### config.mk
export PLATFORM = sky130hd
export DESIGN_NAME = wdt_escalator
export DESIGN_NICKNAME = d
export VERILOG_FILES = /design/src/rtl/wdt_pkg.sv /design/src/rtl/wdt_prescaler.sv /design/src/rtl/wdt_counter.sv /design/src/rtl/wdt_stage_fsm.sv /design/src/rtl/wdt_escalator.sv
export SDC_FILE = /design/constraint.sdc
export NUM_CORES = 1
export LEC_CHECK = 0
export CAP_MARGIN = 5
export CORE_ASPECT_RATIO = 1.25
export CORE_MARGIN = 2
export CORE_UTILIZATION = 30
export DETAILED_ROUTE_END_ITERATION = 6
export PLACE_DENSITY = 0.58
export RECOVER_POWER = 100
export SLEW_MARGIN = 0
export SYNTH_ARGS = -nofsm -noshare
export SYNTH_HDL_FRONTEND = slang
export SYNTH_SLANG_ARGS = --single-unit
### constraint.sdc
create_clock -name clk -period 2.8 [get_ports clk]
set_clock_uncertainty 0.05 [all_clocks]
set_input_delay 0.7 -clock clk [delete_from_list [all_inputs] [get_ports clk]]
set_output_delay 0.7 -clock clk [all_outputs]
set_load 0.05 [all_outputs]
### src/rtl/wdt_pkg.sv
package wdt_pkg;
    typedef enum logic [1:0] {
        STG_IDLE = 2'd0,
        STG_IRQ  = 2'd1,
        STG_NMI  = 2'd2
    } stage_e;

    localparam logic [1:0] MODE_OFF = 2'd0;
    localparam logic [1:0] MODE_IRQ = 2'd1;
    localparam logic [1:0] MODE_NMI = 2'd2;
    localparam logic [1:0] MODE_ALL = 2'd3;
endpackage

### src/rtl/wdt_prescaler.sv
module wdt_prescaler #(
    parameter int PRESC_W = 8
) (
    input  logic clk,
    input  logic rst_n,
    input  logic restart,
    input  logic run,
    output logic tick
);
    generate
        if (PRESC_W == 0) begin : g_nodiv
            assign tick = run && !restart;
        end else begin : g_div
            typedef struct packed {
                logic [PRESC_W-1:0] cnt;
            } presc_t;

            presc_t st_d, st_q;

            always_comb begin
                st_d = st_q;
                if (restart) begin
                    st_d.cnt = '0;
                end else if (run) begin
                    st_d.cnt = st_q.cnt + PRESC_W'(1);
                end
            end

            assign tick = run && !restart && (st_q.cnt == '1);

            always_ff @(posedge clk or negedge rst_n) begin
                if (!rst_n) begin
                    st_q <= '0;
                end else begin
                    st_q <= st_d;
                end
            end
        end
    endgenerate
endmodule

### src/rtl/wdt_counter.sv
module wdt_counter #(
    parameter int LEN_W  = 16,
    parameter int FRAC_W = 8
) (
    input  logic             clk,
    input  logic             rst_n,
    input  logic             load,
    input  logic             tick,
    input  logic [LEN_W-1:0] len,
    output logic             expire
);
    localparam int CNT_W = LEN_W + FRAC_W;

    typedef struct packed {
        logic [CNT_W-1:0] cnt;
    } ctr_t;

    ctr_t st_d, st_q;
    logic [CNT_W-1:0] reload_val;

    assign reload_val = CNT_W'(len) << FRAC_W;

    always_comb begin
        st_d   = st_q;
        expire = tick && !load && (st_q.cnt < CNT_W'(2));
        if (load || expire) begin
            st_d.cnt = reload_val;
        end else if (tick) begin
            st_d.cnt = st_q.cnt - CNT_W'(1);
        end
    end

    always_ff @(posedge clk or negedge rst_n) begin
        if (!rst_n) begin
            st_q <= '0;
        end else begin
            st_q <= st_d;
        end
    end
endmodule

### src/rtl/wdt_stage_fsm.sv
module wdt_stage_fsm
    import wdt_pkg::*;
(
    input  logic       clk,
    input  logic       rst_n,
    input  logic       clear,
    input  logic       expire,
    input  logic [1:0] mode,
    output logic [1:0] stage,
    output logic       irq,
    output logic       nmi,
    output logic       sreset,
    output logic       nmi_seen
);
    typedef struct packed {
        stage_e stage;
        logic   irq;
        logic   nmi;
        logic   sreset;
        logic   seen;
    } fsm_t;

    fsm_t st_d, st_q;

    always_comb begin
        st_d        = st_q;
        st_d.sreset = 1'b0;
        if (clear) begin
            st_d.stage = STG_IDLE;
            st_d.irq   = 1'b0;
            st_d.nmi   = 1'b0;
            st_d.seen  = 1'b0;
        end else if (expire) begin
            case (st_q.stage)
                STG_IDLE: begin
                    if (mode >= MODE_IRQ) begin
                        st_d.stage = STG_IRQ;
                        st_d.irq   = 1'b1;
                    end
                end
                STG_IRQ: begin
                    if (mode >= MODE_NMI) begin
                        st_d.stage = STG_NMI;
                        st_d.nmi   = 1'b1;
                        st_d.seen  = 1'b1;
                    end
                end
                STG_NMI: begin
                    if (mode == MODE_ALL) begin
                        st_d.stage  = STG_IDLE;
                        st_d.irq    = 1'b0;
                        st_d.nmi    = 1'b0;
                        st_d.sreset = 1'b1;
                    end
                end
                default: begin
                    st_d.stage = STG_IDLE;
                end
            endcase
        end
    end

    always_ff @(posedge clk or negedge rst_n) begin
        if (!rst_n) begin
            st_q.stage  <= STG_IDLE;
            st_q.irq    <= 1'b0;
            st_q.nmi    <= 1'b0;
            st_q.sreset <= 1'b0;
            st_q.seen   <= 1'b0;
        end else begin
            st_q <= st_d;
        end
    end

    assign stage    = st_q.stage;
    assign irq      = st_q.irq;
    assign nmi      = st_q.nmi;
    assign sreset   = st_q.sreset;
    assign nmi_seen = st_q.seen;
endmodule

### src/rtl/wdt_escalator.sv
module wdt_escalator
    import wdt_pkg::*;
#(
    parameter int LEN_W   = 16,
    parameter int FRAC_W  = 8,
    parameter int PRESC_W = 8
) (
    input  logic             clk,
    input  logic             rst_n,
    input  logic             cfg_we,
    input  logic [LEN_W-1:0] cfg_len,
    input  logic [1:0]       cfg_mode,
    input  logic             poke_we,
    input  logic             poke_data,
    output logic [1:0]       stage_o,
    output logic             nmi_seen_o,
    output logic             irq_o,
    output logic             nmi_o,
    output logic             sreset_o
);
    typedef struct packed {
        logic [LEN_W-1:0] len;
        logic [1:0]       mode;
    } cfg_t;

    cfg_t cfg_d, cfg_q;

    logic             poke_fire;
    logic             restart;
    logic             run;
    logic             tick;
    logic             expire;
    logic [LEN_W-1:0] load_len;

    always_comb begin
        cfg_d = cfg_q;
        if (cfg_we) begin
            cfg_d.len  = cfg_len;
            cfg_d.mode = cfg_mode;
        end
    end

    always_ff @(posedge clk or negedge rst_n) begin
        if (!rst_n) begin
            cfg_q <= '0;
        end else begin
            cfg_q <= cfg_d;
        end
    end

    assign poke_fire = poke_we && poke_data;
    assign restart   = cfg_we || poke_fire;
    assign run       = (cfg_q.mode != MODE_OFF);
    assign load_len  = cfg_we ? cfg_len : cfg_q.len;

    wdt_prescaler #(
        .PRESC_W(PRESC_W)
    ) u_presc (
        .clk    (clk),
        .rst_n  (rst_n),
        .restart(restart),
        .run    (run),
        .tick   (tick)
    );

    wdt_counter #(
        .LEN_W (LEN_W),
        .FRAC_W(FRAC_W)
    ) u_ctr (
        .clk   (clk),
        .rst_n (rst_n),
        .load  (restart),
        .tick  (tick),
        .len   (load_len),
        .expire(expire)
    );

    wdt_stage_fsm u_fsm (
        .clk     (clk),
        .rst_n   (rst_n),
        .clear   (restart),
        .expire  (expire),
        .mode    (cfg_q.mode),
        .stage   (stage_o),
        .irq     (irq_o),
        .nmi     (nmi_o),
        .sreset  (sreset_o),
        .nmi_seen(nmi_seen_o)
    );
endmodule

* Word level (Yosys, flattened, before mapping) *
Index checks and enable logic that the tools add are counted.

word-level totals
  bits in registers = 56
  input bits = 23
  output and inout port bits = 6
  logic and storage cells = 60

operators by class
  add/subtract/negate cells = 2
  order comparisons = 3
  eq/ne operators = 7
  mux-type cells = 18
  reductions and logical operators = 21

operators with widths
  operator                 count
  $mux W24                 2
  $lt A24 B2 Y1 const B    1
  $sub A24 B1 Y24 const B  1
  $mux W16                 1
  $mux W8                  2
  $reduce_and A4 Y1        3
  $reduce_bool A2 Y1       6
  $ne A3 B2 Y1 const B     3
  $add A8 B1 Y8 const B    1
  $eq A8 B8 Y1 const B     1
  $mux W6                  1
  $pmux W2 S3              1
  $reduce_bool A3 Y1       2
  $logic_and A1 B1 Y1      5
  $mux W1                  5
  $mux W5                  1
  $eq A2 B2 Y1 const B     2
  $mux W4                  1
  $pmux W1 S2              2
  $mux W3                  1
  $reduce_and A3 Y1        1
  $eq A2 B1 Y1 const B     1
  $ge A2 B1 Y1 const B     1
  $ge A2 B2 Y1 const B     1
  other kinds (4)          5

* Logic depth before layout (Yosys ltp) *
  depth in word-level cells = 9
  depth in mapped cells = 8
  mapped depth without buffers = 7

* By module *
Synthesis repeated with hierarchy kept, for this count alone.

unflattened totals
  cells, all modules = 248
  area total of the unflattened synthesis = 2803.9 sq um

modules (own cells, without submodules)
  module         instances  cells each  area an instance (sq um)  sequential area each (sq um)
  wdt_counter    1          141         1387.6                    600.6
  wdt_escalator  1          40          733.2                     450.4
  wdt_prescaler  1          39          404.1                     200.2
  wdt_stage_fsm  1          28          279.0                     150.1

* Worst setup path after synthesis *
OpenSTA, ideal clock, no wires.

  kind = input-to-reg
  start = input poke_we
  end = register u_ctr.st_q[14] in the netlist's numbering
  setup time = 0.080 ns
  data arrival time = 2.054 ns
  required time = 2.670 ns
  path slack = 0.616 ns
  stages on the path = 7
  cells stage by stage = a21o_1 > or3_1 > buf_6 > o31ai_4 > buf_6 > nor3_2 > nor3b_2

on the way
  cells in the longest elaborated chain, start to end = 9

ends and longest elaborated chain
  element                                         line                                    text
  start, declared                                 wdt_escalator.sv:13                     input logic poke_we,
  $logic_and A1 B1 Y1 (*)                         wdt_escalator.sv:51                     assign poke_fire = poke_we && poke_data;
  $logic_or A1 B1 Y1 (*)                          wdt_escalator.sv:52                     assign restart = cfg_we || poke_fire;
  $logic_not A1 Y1                                wdt_prescaler.sv:29, wdt_counter.sv:25
  $logic_and A1 B1 Y1 (2 in series)               wdt_prescaler.sv:29                     assign tick = run && !restart && (st_q.cnt == '1);
  $logic_and A1 B1 Y1 (2 in series)               wdt_counter.sv:25                       expire = tick && !load && (st_q.cnt < CNT_W'(2));
  $logic_or A1 B1 Y1                              wdt_counter.sv:26                       if (load || expire) begin
  $mux W24 or $reduce_bool A2 Y1 (tied branches)  n/a
  end signal, assigned                            wdt_counter.sv:37                       st_q <= st_d;
  end, declared                                   wdt_counter.sv:18                       ctr_t st_d, st_q;

Every way passes the cells marked *; elsewhere a longest branch is shown, timed or not.
A chain may end at the register's enable or synchronous reset.

* Worst setup path after layout *
  start = input poke_we
  end = register u_ctr.st_q[19] in the netlist's numbering

Same word-level chain as after synthesis.

==> flow_metrics.env <==
export IMPL_path_clk_slew_ns=0.07
export IMPL_area_growth_syn_to_layout_pct=21.40
export IMPL_r2r_cells=6
export IMPL_fin_area_um2=3606
export IMPL_worst_slack_ns=0.2554
export IMPL_cap_viol_max_count=0
export IMPL_r2r_end="u_ctr.st_q[0]$_DFFE_PN0P_"
export IMPL_synth_simple_area_share=0.2249
export IMPL_min_path_type="reg2reg"
export IMPL_worstReg2RegStart="u_ctr.st_q[16]$_DFFE_PN0P_"
export IMPL_power_frac_seq=0.507
export IMPL_finalWirelength_um=7386
export IMPL_rsz0062_at_grt="false"
export IMPL_peakVddDrop_v=0.0003048
export IMPL_synth_compound_area_share=0.1415
export IMPL_cts_tree="built"
export IMPL_synthesis_nets=319
export IMPL_p_int_uw=1353
export IMPL_holdPathEnd="cfg_q[5]$_DFFE_PN0P_"
export IMPL_io_buffers=28
export IMPL_hpwl_um=5386
export IMPL_syn_avg_cell_area_um2=10.10
export IMPL_synth_xor_area_frac=0.03833
export IMPL_worst_path_max_fanout=5
export IMPL_ys_ff_latch=56
export IMPL_via_per_inst=5.302
export IMPL_cts_sinks=56
export IMPL_fp_dieH_um=115.3
export IMPL_layout_drive_gt1_share=0.1257
export IMPL_worstHoldPathCells=1
export IMPL_grt_pass1_vias=2527
export IMPL_die_w_um=93
export IMPL_synth_top_family_by_area="simple AND/OR/NAND/NOR gates"
export IMPL_fin_setup_tns_ns=0
export IMPL_power_density_nw_per_um2=513.2
export IMPL_die_area_um2=10720
export IMPL_fmax_ghz=0.3930
export IMPL_cts_hold_buf=0
export IMPL_gp_congestion=0.8943
export IMPL_synth_cell_types=54
export IMPL_num_vias=2439
export IMPL_switchingPower_uw=497.5
export IMPL_finalHoldViolations=0
export IMPL_outcome="complete, no violations"
export IMPL_worstMarginPinSlew_ns=1.375
export IMPL_drv_slew=0
export IMPL_antenna_found_initial=0
export IMPL_synthAdderAreaFrac=0.008425
export IMPL_drt_initial_drc_count=206
export IMPL_setup_viol_count_final=0
export IMPL_fin_hold_ws_ns=0.4396
export IMPL_grt_first_pass_wirelength_um=12630
export IMPL_rows=40
export IMPL_post_cts_resized=0
export IMPL_synth_top_cell_area_share=0.4718
export IMPL_layout_nets=358
export IMPL_grt_max_degree=32
export IMPL_worstPathArrival_ns=2.67
export IMPL_yosysTopAreaCell="dfrtp_1"
export IMPL_drc=0
export IMPL_cellLeakagePower_uw=0.001430
export IMPL_pwr_share_clk=0.355
export IMPL_cts_buffer_depth=2
export IMPL_grt_ovfl_total=0
export IMPL_worstSetupPathType="in2reg"
export IMPL_place_ws_ns=0.08845
export IMPL_critPathRequiredTime_ns=2.93
export IMPL_num_antenna_cells=0
export IMPL_postCtsSetupRepairBufs=0
export IMPL_ys_seq_area_frac=0.4718
export IMPL_root_buffer="clkbuf_16"
export IMPL_numCtsBuffers=5
export IMPL_fin_cells=460
export IMPL_swShare=0.2688
export IMPL_avgRoutedWirePerCell_um=16.06
export IMPL_grtUsageTotal=0.1485
export IMPL_dr_pass1_iters=4
export IMPL_synth_common_cells="dfrtp_1, nor2_1, nand2_1"
export IMPL_netlist_area_um2=2970
export IMPL_synthTopCellsByArea="dfrtp_1, mux2_2, nor2_1"
export IMPL_clk_latency_ns=0.29
export IMPL_post_route_period_util=0.9088
export IMPL_p_comb_frac=0.138
export IMPL_coreArea_um2=9609
export IMPL_placed_area_um2=3493
export IMPL_slew_headroom=0.08317
export IMPL_synth_most_common_cell="dfrtp_1"
export IMPL_hold_path_startpoint="cfg_q[5]$_DFFE_PN0P_"
export IMPL_synth_edf_count=0
export IMPL_synthMuxAreaShare=0.07498
export IMPL_cts_max_level=2
export IMPL_start_util=0.3091
export IMPL_ff2ff_setup_slack_ns=0.40
export IMPL_yosysWarnings=0
export IMPL_syn_instance_count=294
export IMPL_async_flop_share=1.000
export IMPL_postRouteAntennaNets=0
export IMPL_start_kind="primary input"
export IMPL_ioPinCount=29
export IMPL_ys_flop_type="dfrtp_1"
export IMPL_min_period_ns=2.545
export IMPL_crit_path_end_kind="flip-flop"
export IMPL_place_inst=452
area by class of cell:
class,instances,area [um^2]
clock buffer,6,138.9
timing repair buffer,49,426.7
tap,126,157.7
inverter,7,26.28
sequential,56,1401
multi-input combinational,214,1440
clock inverter,2,15.01
fill,1000,6003
cell usage in the layout (no fill, tap or decap), types with 5 or more instances in the layout:
cell / instances
a21oi_1: 10
buf_4: 15
clkbuf_1: 5
clkbuf_16: 5
clkdlybuf4s50_1: 20
dfrtp_1: 56
dlygate4sd3_1: 7
inv_1: 7
mux2_1: 13
mux2_2: 5
nand2_1: 22
nand3_1: 8
nand4_1: 6
nor2_1: 33
nor3_1: 11
nor4_1: 12
o21ai_0: 12
o22ai_1: 6
or3_1: 6
or4_1: 6
xnor2_1: 5
xor2_1: 8
worst max-delay path, stage by stage:
cell and delay (ns):
dlygate4sd3_1 0.55, a21o_1 0.23, or3_1 0.44, buf_4 0.19, a21oi_1 0.29, a32o_1 0.23
nor3_1 0.04
worst max path at each step:
| stage | startpoint | to | slack [ns] |
|---|---|---|---|
| after floorplan | poke_we | u_ctr.st_q[14]$_DFFE_PN0P_ | 0.62 |
| after global placement | poke_we | u_ctr.st_q[19]$_DFFE_PN0P_ | 0.12 |
| after detailed placement | poke_we | u_ctr.st_q[19]$_DFFE_PN0P_ | 0.09 |
| after CTS | poke_we | u_ctr.st_q[13]$_DFFE_PN0P_ | 0.39 |
| after global routing | rst_n | u_ctr.st_q[6]$_DFFE_PN0P_ | 0.13 |
| final | poke_we | u_ctr.st_q[19]$_DFFE_PN0P_ | 0.26 |
kinds of logic after synthesis:
| group | after synthesis |
|---|---|
| xor+xnor | 13 |
| compound gates | 56 |
| fa+ha+maj | 2 |
| mux | 20 |
| simple gates | 123 |
| flops | 56 |
| buf+inv | 24 |
sequential cells by signal (all words and copies together) (netlist names):
signal,cells
u_fsm.sreset,1
u_fsm.irq,1
u_fsm.nmi_seen,1
u_fsm.nmi,1
u_fsm.stage,2
u_presc.g_div.st_q,8
cfg_q,18
u_ctr.st_q,24
power groups by stage:
stage / registers (uW) / clock network [uW] / logic [uW]
finish: 938 / 657 / 255
floorplan: 927 / 0 / 182
global placement: 951 / 0 / 264
CTS: 937 / 673 / 270
detailed placement: 953 / 0 / 269
global route: 950 / 707 / 289
metal layers:
layer	GRT usage	routed length, um	vias to the layer above
met2	0.2531	3596	61
met1	0.1995	3343	1202
met3	0.01573	359	8
li1	-	-	1168
met5	0	0	-
met4	0.04608	86	0
metrics by stage:
stage | utilization | total power [uW]
detailed placement | 0.3635 | 1222
global route | 0.3753 | 1947
CTS | 0.3796 | 1881
global placement | 0.3635 | 1215
finish | 0.3753 | 1851
floorplan | - | 1109
Power figures use the tool's default switching activity.
